==> src/rtl/fr_pkg.sv <==
package fr_pkg;

    typedef enum logic [1:0] {
        ST_IDLE  = 2'd0,
        ST_PULSE = 2'd1,
        ST_CHECK = 2'd2
    } fr_state_e;

    typedef struct packed {
        fr_state_e state;
        logic      rec_n;
        logic      irq_n;
    } fr_regs_t;

endpackage

==> src/rtl/fr_sync.sv <==
module fr_sync #(
    parameter int STAGES = 2
) (
    input  logic clk,
    input  logic rst_n,
    input  logic async_i,
    output logic sync_o
);
    logic [STAGES-1:0] chain_q;
    logic [STAGES-1:0] chain_d;

    always_comb begin
        chain_d = {chain_q[STAGES-2:0], async_i};
    end

    always_ff @(posedge clk or negedge rst_n) begin
        if (!rst_n) chain_q <= '1;
        else        chain_q <= chain_d;
    end

    assign sync_o = chain_q[STAGES-1];
endmodule

==> src/rtl/fr_timer.sv <==
module fr_timer #(
    parameter int CYCLES = 49152
) (
    input  logic clk,
    input  logic rst_n,
    input  logic run_i,
    output logic done_o
);
    localparam int CW = (CYCLES > 2) ? $clog2(CYCLES) : 1;
    localparam logic [CW-1:0] LAST = CW'(CYCLES - 1);

    logic [CW-1:0] cnt_d, cnt_q;

    assign done_o = run_i && (cnt_q == LAST);

    always_comb begin
        if (run_i && !done_o) cnt_d = cnt_q + 1'b1;
        else                  cnt_d = '0;
    end

    always_ff @(posedge clk or negedge rst_n) begin
        if (!rst_n) cnt_q <= '0;
        else        cnt_q <= cnt_d;
    end
endmodule

==> src/rtl/fr_fsm.sv <==
module fr_fsm
    import fr_pkg::*;
(
    input  logic clk,
    input  logic rst_n,
    input  logic fault_i,
    input  logic bypass_i,
    input  logic done_i,
    output logic run_o,
    output logic rec_n_o,
    output logic irq_n_o
);
    localparam fr_regs_t RESET_VAL = '{state: ST_IDLE, rec_n: 1'b1, irq_n: 1'b1};

    fr_regs_t regs_d, regs_q;
    logic     want_retry;

    assign want_retry = fault_i && !bypass_i;

    always_comb begin
        regs_d       = regs_q;
        regs_d.irq_n = ~fault_i;
        unique case (regs_q.state)
            ST_IDLE: begin
                regs_d.rec_n = 1'b1;
                if (want_retry) begin
                    regs_d.state = ST_PULSE;
                    regs_d.rec_n = 1'b0;
                end
            end
            ST_PULSE: begin
                if (bypass_i) begin
                    regs_d.state = ST_IDLE;
                    regs_d.rec_n = 1'b1;
                end else if (done_i) begin
                    regs_d.state = ST_CHECK;
                    regs_d.rec_n = 1'b1;
                end
            end
            ST_CHECK: begin
                if (want_retry) begin
                    regs_d.state = ST_PULSE;
                    regs_d.rec_n = 1'b0;
                end else begin
                    regs_d.state = ST_IDLE;
                    regs_d.rec_n = 1'b1;
                end
            end
            default: begin
                regs_d.state = ST_IDLE;
                regs_d.rec_n = 1'b1;
            end
        endcase
    end

    always_ff @(posedge clk or negedge rst_n) begin
        if (!rst_n) regs_q <= RESET_VAL;
        else        regs_q <= regs_d;
    end

    assign run_o   = (regs_q.state == ST_PULSE);
    assign rec_n_o = regs_q.rec_n;
    assign irq_n_o = regs_q.irq_n;
endmodule

==> src/rtl/fault_retry_ctrl.sv <==
module fault_retry_ctrl #(
    parameter int PULSE_CYCLES = 49152,
    parameter int SYNC_STAGES  = 2
) (
    input  logic clk,
    input  logic rst_n,
    input  logic fault_n_i,
    input  logic bypass_i,
    output logic recover_n_o,
    output logic irq_n_o
);
    logic fault_n_sync;
    logic pulse_run;
    logic pulse_done;

    fr_sync #(.STAGES(SYNC_STAGES)) u_sync (
        .clk     (clk),
        .rst_n   (rst_n),
        .async_i (fault_n_i),
        .sync_o  (fault_n_sync)
    );

    fr_timer #(.CYCLES(PULSE_CYCLES)) u_timer (
        .clk    (clk),
        .rst_n  (rst_n),
        .run_i  (pulse_run),
        .done_o (pulse_done)
    );

    fr_fsm u_fsm (
        .clk      (clk),
        .rst_n    (rst_n),
        .fault_i  (~fault_n_sync),
        .bypass_i (bypass_i),
        .done_i   (pulse_done),
        .run_o    (pulse_run),
        .rec_n_o  (recover_n_o),
        .irq_n_o  (irq_n_o)
    );
endmodule

==> config.mk <==
export PLATFORM = sky130hd
export DESIGN_NAME = fault_retry_ctrl
export DESIGN_NICKNAME = d
export VERILOG_FILES = /design/src/rtl/fr_pkg.sv /design/src/rtl/fr_sync.sv /design/src/rtl/fr_timer.sv /design/src/rtl/fr_fsm.sv /design/src/rtl/fault_retry_ctrl.sv
export SDC_FILE = /design/constraint.sdc
export NUM_CORES = 1
export LEC_CHECK = 0
export CAP_MARGIN = 20
export CORE_ASPECT_RATIO = 1.2
export CORE_MARGIN = 2
export CORE_UTILIZATION = 30
export CTS_BUF_LIST = sky130_fd_sc_hd__clkbuf_4
export DETAILED_ROUTE_END_ITERATION = 12
export PLACE_DENSITY_LB_ADDON = 0.15
export SYNTH_ARGS = -nofsm -noshare
export SYNTH_HDL_FRONTEND = slang
export SYNTH_SLANG_ARGS = --single-unit
==> constraint.sdc <==
create_clock -name clk -period 4.3 [get_ports clk]
set_input_delay 0.86 -clock clk [delete_from_list [all_inputs] [get_ports clk]]
set_output_delay 0.86 -clock clk [all_outputs]
set_load 0.01 [all_outputs]
# Word-level counts from Yosys, hierarchy flattened
# Index checks and enable logic that the tools add are counted.
# word_totals
reg_bits,22
in_bits,4
out_inout_bits,2
word_cells,25
# classes
addsub,1
eq_ne,5
n_mux,6
bitwise_logic,1
n_reduce_logical,7
# ops
op,count
$add 16x1->16 const B,1
$eq 16x16->1 const B,1
$mux 16,1
$mux 3,3
$pmux 3 s3,1
$logic_and 1x1->1,3
$ne 3x3->1 const B,1
$eq 2x1->1 const B,1
$eq 2x2->1 const B,1
$logic_not 1->1,2
$logic_not 2->1,1
$mux 2,1
$ne 2x1->1 const B,1
$reduce_and 2->1,1
$not 1->1,1

# Longest topological paths before layout
# Gate-level depths: netlist (run 1).
# logic_depth
word_depth,5
mapped_depth,6
depth_no_buf,5

# By module
# From an unflattened synthesis (run 1), not the netlist that was laid out.
# unflattened
cells_unflattened,95
hier_area_um2,1059.8
# by_module_without_submodules
mod,instances,cells_per_inst,area_each_um2,seq_area_each_um2
fr_timer,1,80,842.1,400.4
fr_fsm,1,12,161.4,102.6
fr_sync,1,2,52.6,52.6
fault_retry_ctrl,1,1,3.8,0.0

# Least setup slack after synthesis (run 1)
# OpenSTA, ideal clock, no wires.
# synth_path
kind,register to register
from,register u_timer.cnt_q[0]
to,register u_timer.cnt_q[10]
setup_time_ns,0.119
arrival_time_ns,1.698
t_required_ns,4.181
slack_ns,2.483
path_stages_with_launch,7
path_buffers,1
synth_period_minus_slack_ns,1.817
cell_sequence,dfrtp_1 ha_1 nand2_1 or4_4 o21ai_4 buf_4 nor2_1
# synth_between
elab_chain_cells,5
word_cells_on_any_way,6
cone_classes,1 x add/sub; 1 x eq/ne; 1 x mux; 3 x reduce/logical
# synth_lines
element,line_no,source
"start, declared",fr_timer.sv:12,"logic [CW-1:0] cnt_d, cnt_q;"
"start signal, assigned",fr_timer.sv:23,else cnt_q <= cnt_d;
"parallel branches: the longest is 4 deep, another holds $add 16x1->16",--,
$mux 16 *,fr_timer.sv:17,if (run_i && !done_o) cnt_d = cnt_q + 1'b1;
named net u_timer.cnt_d[10],fr_timer.sv:12,
# Mark *: on every way through the listed nets, which the timed path passes.
# A chain may end at the register's enable or synchronous reset.

# Final worst setup path (run 1)
# layout_path
from,"register u_fsm.regs_q[1], in the netlist u_fsm.rec_n_o"
to,output recover_n_o
# layout_lines
element,line_no,source
"start, declared",fr_fsm.sv:15,"fr_regs_t regs_d, regs_q;"
"start signal, assigned",fr_fsm.sv:58,else regs_q <= regs_d;
"end, declared",fault_retry_ctrl.sv:9,"output logic recover_n_o,"
# No word-level cell between the ends.

==> impl_metrics.json, run 1 <==
{
  "run_status": "completed",
  "fmax_ghz": 0.4489,
  "area.sequential_um2": 555.5,
  "num_rows": 23,
  "via_per_inst": 4.664,
  "post_route_cells_drive_above_1_share": 0.1600,
  "reg2reg_setup_slack_ns": 2.26,
  "fin_util": 0.3463,
  "syn_to_final_growth_pct": 13.08,
  "grt.overflow.total": 0,
  "antenna_found_initial": 0,
  "dp_hpwl_mm": 1.149,
  "power.clock.fraction": 0.280,
  "ctsHoldBuffers": 0,
  "design_internal_power_uw": 257.0,
  "multiInputGateArea_um2": 422.9,
  "timing_worst_setup_path_type": "reg2out",
  "clock_transition_at_the_registers_of_the_reported_paths_ns": 0.12,
  "cts.path.max_buffers": 2,
  "share_comb_of_total_power": 0.070,
  "critical_path.max_fanout": 2,
  "synth_area_leaders": "sky130_fd_sc_hd__dfrtp_1 45%, sky130_fd_sc_hd__dfstp_2 10%, sky130_fd_sc_hd__xnor2_1 8.7%",
  "class_of_the_most_critical_hold_timing_path": "reg2reg",
  "wl_met1_um": 782,
  "synth_top_cell_area_share": 0.4483,
  "max-vdd-ir-drop_mv": 0.1303,
  "critical_path.reg2reg.startpoint": "u_timer.cnt_q[0]$_DFF_PN0_",
  "postLayoutSetupSlackWorst_ns": 2.072,
  "grt_start_max_net_pins": 23,
  "synth_commonest_cells": "18 x sky130_fd_sc_hd__dfrtp_1, 18 x sky130_fd_sc_hd__nor2_1, 10 x sky130_fd_sc_hd__xnor2_1, 6 x sky130_fd_sc_hd__nand3_1",
  "synthDistinctLibCells": 29,
  "detail_route.drc_violations": 0,
  "proportion_of_total_power_due_to_net_switching": 0.2255,
  "detail_route.first_pass.iterations": 2,
  "clock_tree.htree_level_count": 1,
  "r2r_cells": 5,
  "mappedNetlistArea_um2": 1005,
  "r2r_path_end": "u_fsm.regs_q[2]$_DFFE_PN0P_",
  "insertedDiodeCount": 0,
  "wire_length_of_the_first_global_routing_pass_mm": 2.801,
  "globalRouteTotalUtil": 0.09841,
  "finalWeightedCongestion": 0.6841,
  "nFillCells": 351,
  "pwr_density_cell_nw_per_um2": 292.1,
  "post_cts.resized_instances": 0,
  "ys_ff_latch": 22,
  "met2WireLength_um": 797,
  "pre_cts_ws_ns": 2.200,
  "wl_per_cell_um": 12.01,
  "design.core.area_um2": 3281,
  "worst_path_largest_cell_delay_ns": 0.55,
  "p_seq_frac": 0.650,
  "timing_worst_slew_pin_value_ns": 0.4670,
  "port-buffer-count": 5,
  "detailroute.wirelength.met3_um": 48,
  "timing.final.setup_violations": 0,
  "worst_skew_late_latency_ns": 0.29,
  "dominantRegCellSynth": "sky130_fd_sc_hd__dfrtp_1",
  "yosys_warnings": 0,
  "floorplan.die.height_um": 67.40,
  "cts_post_setup_buffers_inserted": 0,
  "die_w_um": 56.83,
  "min_delay_worst_endpoint": "u_sync.chain_q[1]$_DFF_PN1_",
  "numCtsBuffers": 3,
  "postRouteAntennaNets": 0,
  "seq_area_frac_synth": 0.5529,
  "cell_type_of_the_slowest_stage_on_the_worst_timing_path": "sky130_fd_sc_hd__dfstp_2",
  "postRouteWirelength_mm": 1.646,
  "layout.nets": 106,
  "power.static_leakage_nw": 0.4260,
  "critPathLaunchType": "flip-flop",
  "drt_first_iter_violations": 27,
  "yosys.area.top_type": "sky130_fd_sc_hd__dfrtp_1",
  "fin_skew_ns": 0.0009605,
  "setup_repair_after_global_routing_missed_its_margin": "false",
  "timing.max_cap.violations": 0,
  "async_reset_ff_frac": 1.000,
  "cp_top_family": "flip-flops",
  "endpoint_kind": "primary output",
  "crit_chain": "clkdlybuf4s50_1",
  "final_max_slew_viol_count": 0,
  "synth_nets": 97,
  "synth-edff-count": 0,
  "top_level_ports": 6,
  "vias_in_the_first_global_route": 644,
  "numClockSinks": 22,
  "critical_path_arrival_ns": 1.37,
  "tritoncts": "done",
  "final_min_period_over_clock_period": 0.5181,
  "finalHoldViolations": 0,
  "finalSetupTns_ns": 0,
  "cts_root_buffer": "sky130_fd_sc_hd__clkbuf_4",
  "slew_headroom": 0.6875,
  "via_count": 639,
  "hold_path_startpoint": "u_sync.chain_q[0]$_DFF_PN1_",
  "postSynthCellCount": 92,
  "final_period_minus_worst_setup_slack_ns": 2.228,
  "syn_area_per_cell_um2": 10.92,
  "min_delay_path_depth": 0,
  "route.top_layer_used": "met4",
  "die-area_um2": 3830,
  "effective_utilization_at_floorplan": 0.3063,
  "required_time_reported_for_the_critical_path_endpoint_ns": 3.44,
  "switchingPower_uw": 74.84,
  "worst-path-buf-inv": 1
}
[through the flow]
step           hold WS [ns]  power, mW  cells  instance area [um2]
2_1_floorplan        0.3452     0.2288     92                 1005
3_3_place_gp         0.3473     0.2402    132                 1082
3_5_place_dp         0.3488     0.2406    132                 1082
4_1_cts              0.3661     0.3357    136                 1109
5_1_grt              0.3740     0.3478    137                 1136
6_report             0.3651     0.3318    137                 1136
[layer usage]
metal  global-route usage  vias to the layer above
met5                    0                        -
met4              0.05233                        0
met3              0.02299                        2
met2               0.1744                        5
met1               0.1102                      306
li1                     -                      326
[sequential cells by signal (all words and copies together), names as in the netlist]
signal	cells
u_fsm.irq_n_o	1
u_sync.chain_q	2
u_fsm.rec_n_o	1
u_timer.cnt_q	16
u_fsm.regs_q	2
[cells in the final DEF, fill, tap and decap left out, types with 2 or more instances in the layout]
cell type / n
sky130_fd_sc_hd__dfstp_2: 4
sky130_fd_sc_hd__inv_1: 2
sky130_fd_sc_hd__nor2_1: 18
sky130_fd_sc_hd__or4_4: 2
sky130_fd_sc_hd__xnor2_1: 10
sky130_fd_sc_hd__nor4_1: 3
sky130_fd_sc_hd__nor3_1: 4
sky130_fd_sc_hd__nand2_1: 4
sky130_fd_sc_hd__dfrtp_1: 18
sky130_fd_sc_hd__clkbuf_4: 3
sky130_fd_sc_hd__xor2_1: 3
sky130_fd_sc_hd__clkdlybuf4s50_1: 5
sky130_fd_sc_hd__nand3_1: 6
[power by group through the flow]
stage               clock network [mW]  logic, mW  registers (mW)
finish                          0.0930     0.0233           0.216
global route                     0.105     0.0264           0.216
CTS                             0.0990     0.0210           0.216
detailed placement                   0     0.0210           0.220
global placement                     0     0.0208           0.219
floorplan                            0    0.00922           0.220
[logic make-up after synthesis]
kind of cell,Yosys count,synth area share
xor gates and xnor gates,13,0.1133
AOI/OAI and AO/OA,5,0.04110
buffers and inverters,4,0.02616
adders and majority gates,1,0.01245
DFF,22,0.5529
and+or+nand+nor,47,0.2541
[worst max-delay path by stage]
stage,from,depth (start not counted),end
3_5_place_dp,rst_n,1,u_timer.cnt_q[13]$_DFF_PN0_
2_1_floorplan,u_timer.cnt_q[0]$_DFF_PN0_,6,u_timer.cnt_q[10]$_DFF_PN0_
6_report,u_fsm.rec_n_o$_DFFE_PN1P_,1,recover_n_o
3_3_place_gp,rst_n,1,u_timer.cnt_q[13]$_DFF_PN0_
4_1_cts,u_fsm.rec_n_o$_DFFE_PN1P_,1,recover_n_o
5_1_grt,u_fsm.rec_n_o$_DFFE_PN1P_,1,recover_n_o
[final cells by class]
cell class	instances	share of cell area
Clock buffer	3	0.01982
Inverter	2	0.006608
Tap cell	37	0.04075
Clock inverter	1	0.003304
Timing Repair Buffer	6	0.06828
Sequential cell	22	0.4890
Multi-Input combinational cell	66	0.3722
[worst register-to-register path: stages, from the launching register on]
cell and delay [ns]:
sky130_fd_sc_hd__dfrtp_1 0.42, sky130_fd_sc_hd__ha_1 0.23, sky130_fd_sc_hd__nand2_1 0.15, sky130_fd_sc_hd__or4_4 0.58, sky130_fd_sc_hd__o21ai_4 0.43, sky130_fd_sc_hd__a21oi_1 0.11
Note: power is estimated with default switching activity, not from simulation.
==> run 2, diff against run 1 <==
Clock period 4.3 ns to 1.92 ns, I/O delays scaled along.
==> run 2 against run 1 <==
Against the previous run:
- final area rose by 4.1%
- die area did not move
- routed wire length rose by 8.7%
- clock skew rose by 0.0095 ns
- worst setup slack got worse by 2.0 ns
- core utilization rose by 1.4 points
- global-route usage rose by 1.4 points
- sequential share of layout area fell by 1.9 points
- critical path depth rose by 4
- combinational power rose to 2.5 times the previous value
- clock power rose to 2.5 times the previous value
- largest power group unchanged
==> impl_metrics.json, run 2 (synthesis results as in run 1) <==
{
  "p_seq_frac": 0.620,
  "port-buffer-count": 5,
  "worst_path_largest_cell_delay_ns": 0.55,
  "postLayoutSetupSlackWorst_ns": 0.1037,
  "timing.max_cap.violations": 0,
  "max-vdd-ir-drop_mv": 0.2670,
  "grt.overflow.total": 0,
  "finalWeightedCongestion": 0.7035,
  "critPathLaunchType": "flip-flop",
  "layout.cell_area.non_filler_um2": 1182,
  "postRouteWirelength_mm": 1.789,
  "wire_length_of_the_first_global_routing_pass_mm": 3.236,
  "effective_utilization_at_floorplan": 0.3063,
  "globalRouteTotalUtil": 0.1121,
  "proportion_of_total_power_due_to_net_switching": 0.2304,
  "timing_worst_slew_pin_value_ns": 0.3311,
  "final_max_slew_viol_count": 0,
  "class_of_the_most_critical_hold_timing_path": "reg2reg",
  "via_count": 698,
  "post_dp_cell_area_um2": 1140,
  "top_register": "u_timer.cnt_q",
  "multiInputGateArea_um2": 435.4,
  "finalHoldViolations": 0,
  "die-area_um2": 3830,
  "tritoncts": "done",
  "syn_to_final_growth_pct": 17.68,
  "cts_root_buffer": "sky130_fd_sc_hd__clkbuf_4",
  "ctsHoldBuffers": 0,
  "numClockSinks": 22,
  "slew_headroom": 0.7772,
  "cell_type_of_the_slowest_stage_on_the_worst_timing_path": "sky130_fd_sc_hd__or4_4",
  "crit_chain": "ha_4, nand2_1, or4_4, or2_1, and3_1",
  "whs_ns": 0.3632,
  "drt_first_iter_violations": 12,
  "largest_reg_flops": 16,
  "insertedDiodeCount": 0,
  "post_route_cells_drive_above_1_share": 0.2190,
  "finalSetupTns_ns": 0,
  "detail_route.drc_violations": 0,
  "final_min_period_over_clock_period": 0.9460,
  "endpoint_kind": "flip-flop",
  "fin_skew_ns": 0.01045,
  "cts_post_setup_buffers_inserted": 0,
  "wl_per_cell_um": 12.60,
  "critical_path.reg2reg.startpoint": "u_timer.cnt_q[1]$_DFF_PN0_",
  "final_period_minus_worst_setup_slack_ns": 1.816,
  "dp_hpwl_mm": 1.283,
  "share_comb_of_total_power": 0.076,
  "power.static_leakage_nw": 0.4468,
  "layout.nets": 111,
  "worst_skew_late_latency_ns": 0.31,
  "via_per_inst": 4.915,
  "timing_worst_setup_path_type": "reg2reg",
  "switchingPower_uw": 179.7,
  "clock_tree.htree_level_count": 1,
  "critical_path.max_fanout": 4,
  "num_rows": 23,
  "biggestRegsByFlops": "u_timer.cnt_q x16, u_fsm.regs_q x2, u_sync.chain_q x2",
  "worst_setup_path_startpoint": "u_timer.cnt_q[1]$_DFF_PN0_",
  "layout.cells.most_common_list": "18 x sky130_fd_sc_hd__nor2_1, 18 x sky130_fd_sc_hd__dfrtp_1, 10 x sky130_fd_sc_hd__xnor2_1",
  "clock_transition_at_the_registers_of_the_reported_paths_ns": 0.13,
  "power.clock.fraction": 0.304,
  "design.core.area_um2": 3281,
  "postRouteAntennaNets": 0,
  "detail_route.first_pass.iterations": 4,
  "required_time_reported_for_the_critical_path_endpoint_ns": 2.14,
  "grt_start_max_net_pins": 23,
  "pwr_density_cell_nw_per_um2": 659.5,
  "timing.final.setup_violations": 0,
  "hold_path_startpoint": "u_sync.chain_q[0]$_DFF_PN1_",
  "total_power_uw": 779.8,
  "area.sequential_um2": 555.5,
  "antenna_found_initial": 0,
  "run_status": "completed",
  "critical_path_arrival_ns": 2.04,
  "reg2reg_setup_slack_ns": 0.10,
  "nFillCells": 345,
  "top_level_ports": 6,
  "pre_cts_ws_ns": 0.08485,
  "die_w_um": 56.83,
  "setup_repair_after_global_routing_missed_its_margin": "false",
  "vias_in_the_first_global_route": 728,
  "design_internal_power_uw": 600.1,
  "numCtsBuffers": 3,
  "fmax_ghz": 0.5506,
  "floorplan.die.height_um": 67.40,
  "cts.path.max_buffers": 2
}
==> run 2: critical path, delay by kind of cell, from the launching register on <==
| kind | cells | cell delay, ns |
|---|---|---|
| adder cells (fa/ha/maj) | 1 | 0.17 |
| flip-flops | 1 | 0.45 |
| AND/OR/NAND/NOR | 4 | 1.10 |
==> run 2: final cells by class <==
class / count / share of cell area
multi-input combinational: 66 / 0.3683
tap: 37 / 0.03915
clock buffer: 4 / 0.02540
inverter: 2 / 0.006349
sequential: 22 / 0.4698
timing repair buffer: 11 / 0.09101
==> run 2: timing repair <==
action / CTS / global route
endpoints found under the hold margin: 0 / 0
resized for setup: 0 / 2
setup endpoints to repair: 0 / 12
==> run 2: stage by stage <==
stage,std cells,util
3_5_place_dp,138,0.3474
4_1_cts,142,0.3566
2_1_floorplan,92,-
3_3_place_gp,138,0.3474
6_report,142,0.3604
5_1_grt,142,0.3604
==> run 2: routing by layer <==
layer / global-route usage / vias up / routed length [um]
met5: 0 / - / 0
met4: 0.06977 / 0 / 36
met3: 0.02682 / 4 / 54
met2: 0.1860 / 8 / 884
met1: 0.1313 / 348 / 813
li1: - / 338 / -
==> run 2: path summary, 6_finish.rpt <==
kind / cells after the start / endpoint
worst max-delay path: 5 / u_timer.cnt_q[1]$_DFF_PN0_
worst min-delay path: 0 / u_sync.chain_q[1]$_DFF_PN1_
worst max register to register: 5 / u_timer.cnt_q[1]$_DFF_PN0_
worst min register to register: 0 / u_sync.chain_q[1]$_DFF_PN1_
max in group asynchronous: 2 / u_sync.chain_q[0]$_DFF_PN1_
min in group asynchronous: 2 / u_timer.cnt_q[3]$_DFF_PN0_
==> run 2: power by group through the flow <==
stage	Combinational, mW	Clock (mW)	Sequential (mW)
floorplan	0.0207	0	0.492
global placement	0.0604	0	0.490
detailed placement	0.0604	0	0.490
CTS	0.0605	0.252	0.482
global route	0.0658	0.260	0.485
finish	0.0590	0.237	0.484
==> run 3, diff against run 2 <==
--- a/config.mk
+++ b/config.mk
@@ -7,3 +7,2 @@
 export LEC_CHECK = 0
-export CAP_MARGIN = 20
 export CORE_ASPECT_RATIO = 1.2
@@ -13,2 +12,3 @@
 export DETAILED_ROUTE_END_ITERATION = 12
+export HOLD_SLACK_MARGIN = 0.03
 export PLACE_DENSITY_LB_ADDON = 0.15
--- a/constraint.sdc
+++ b/constraint.sdc
@@ -3,2 +3,2 @@
 set_output_delay 0.384 -clock clk [all_outputs]
-set_load 0.01 [all_outputs]
+set_load 0.005 [all_outputs]
==> results of run 3 <==
The final DEF is identical to that of run 2. Status: completed.
Main changes from that run: total power 0.7798 mW -> 0.7787 mW
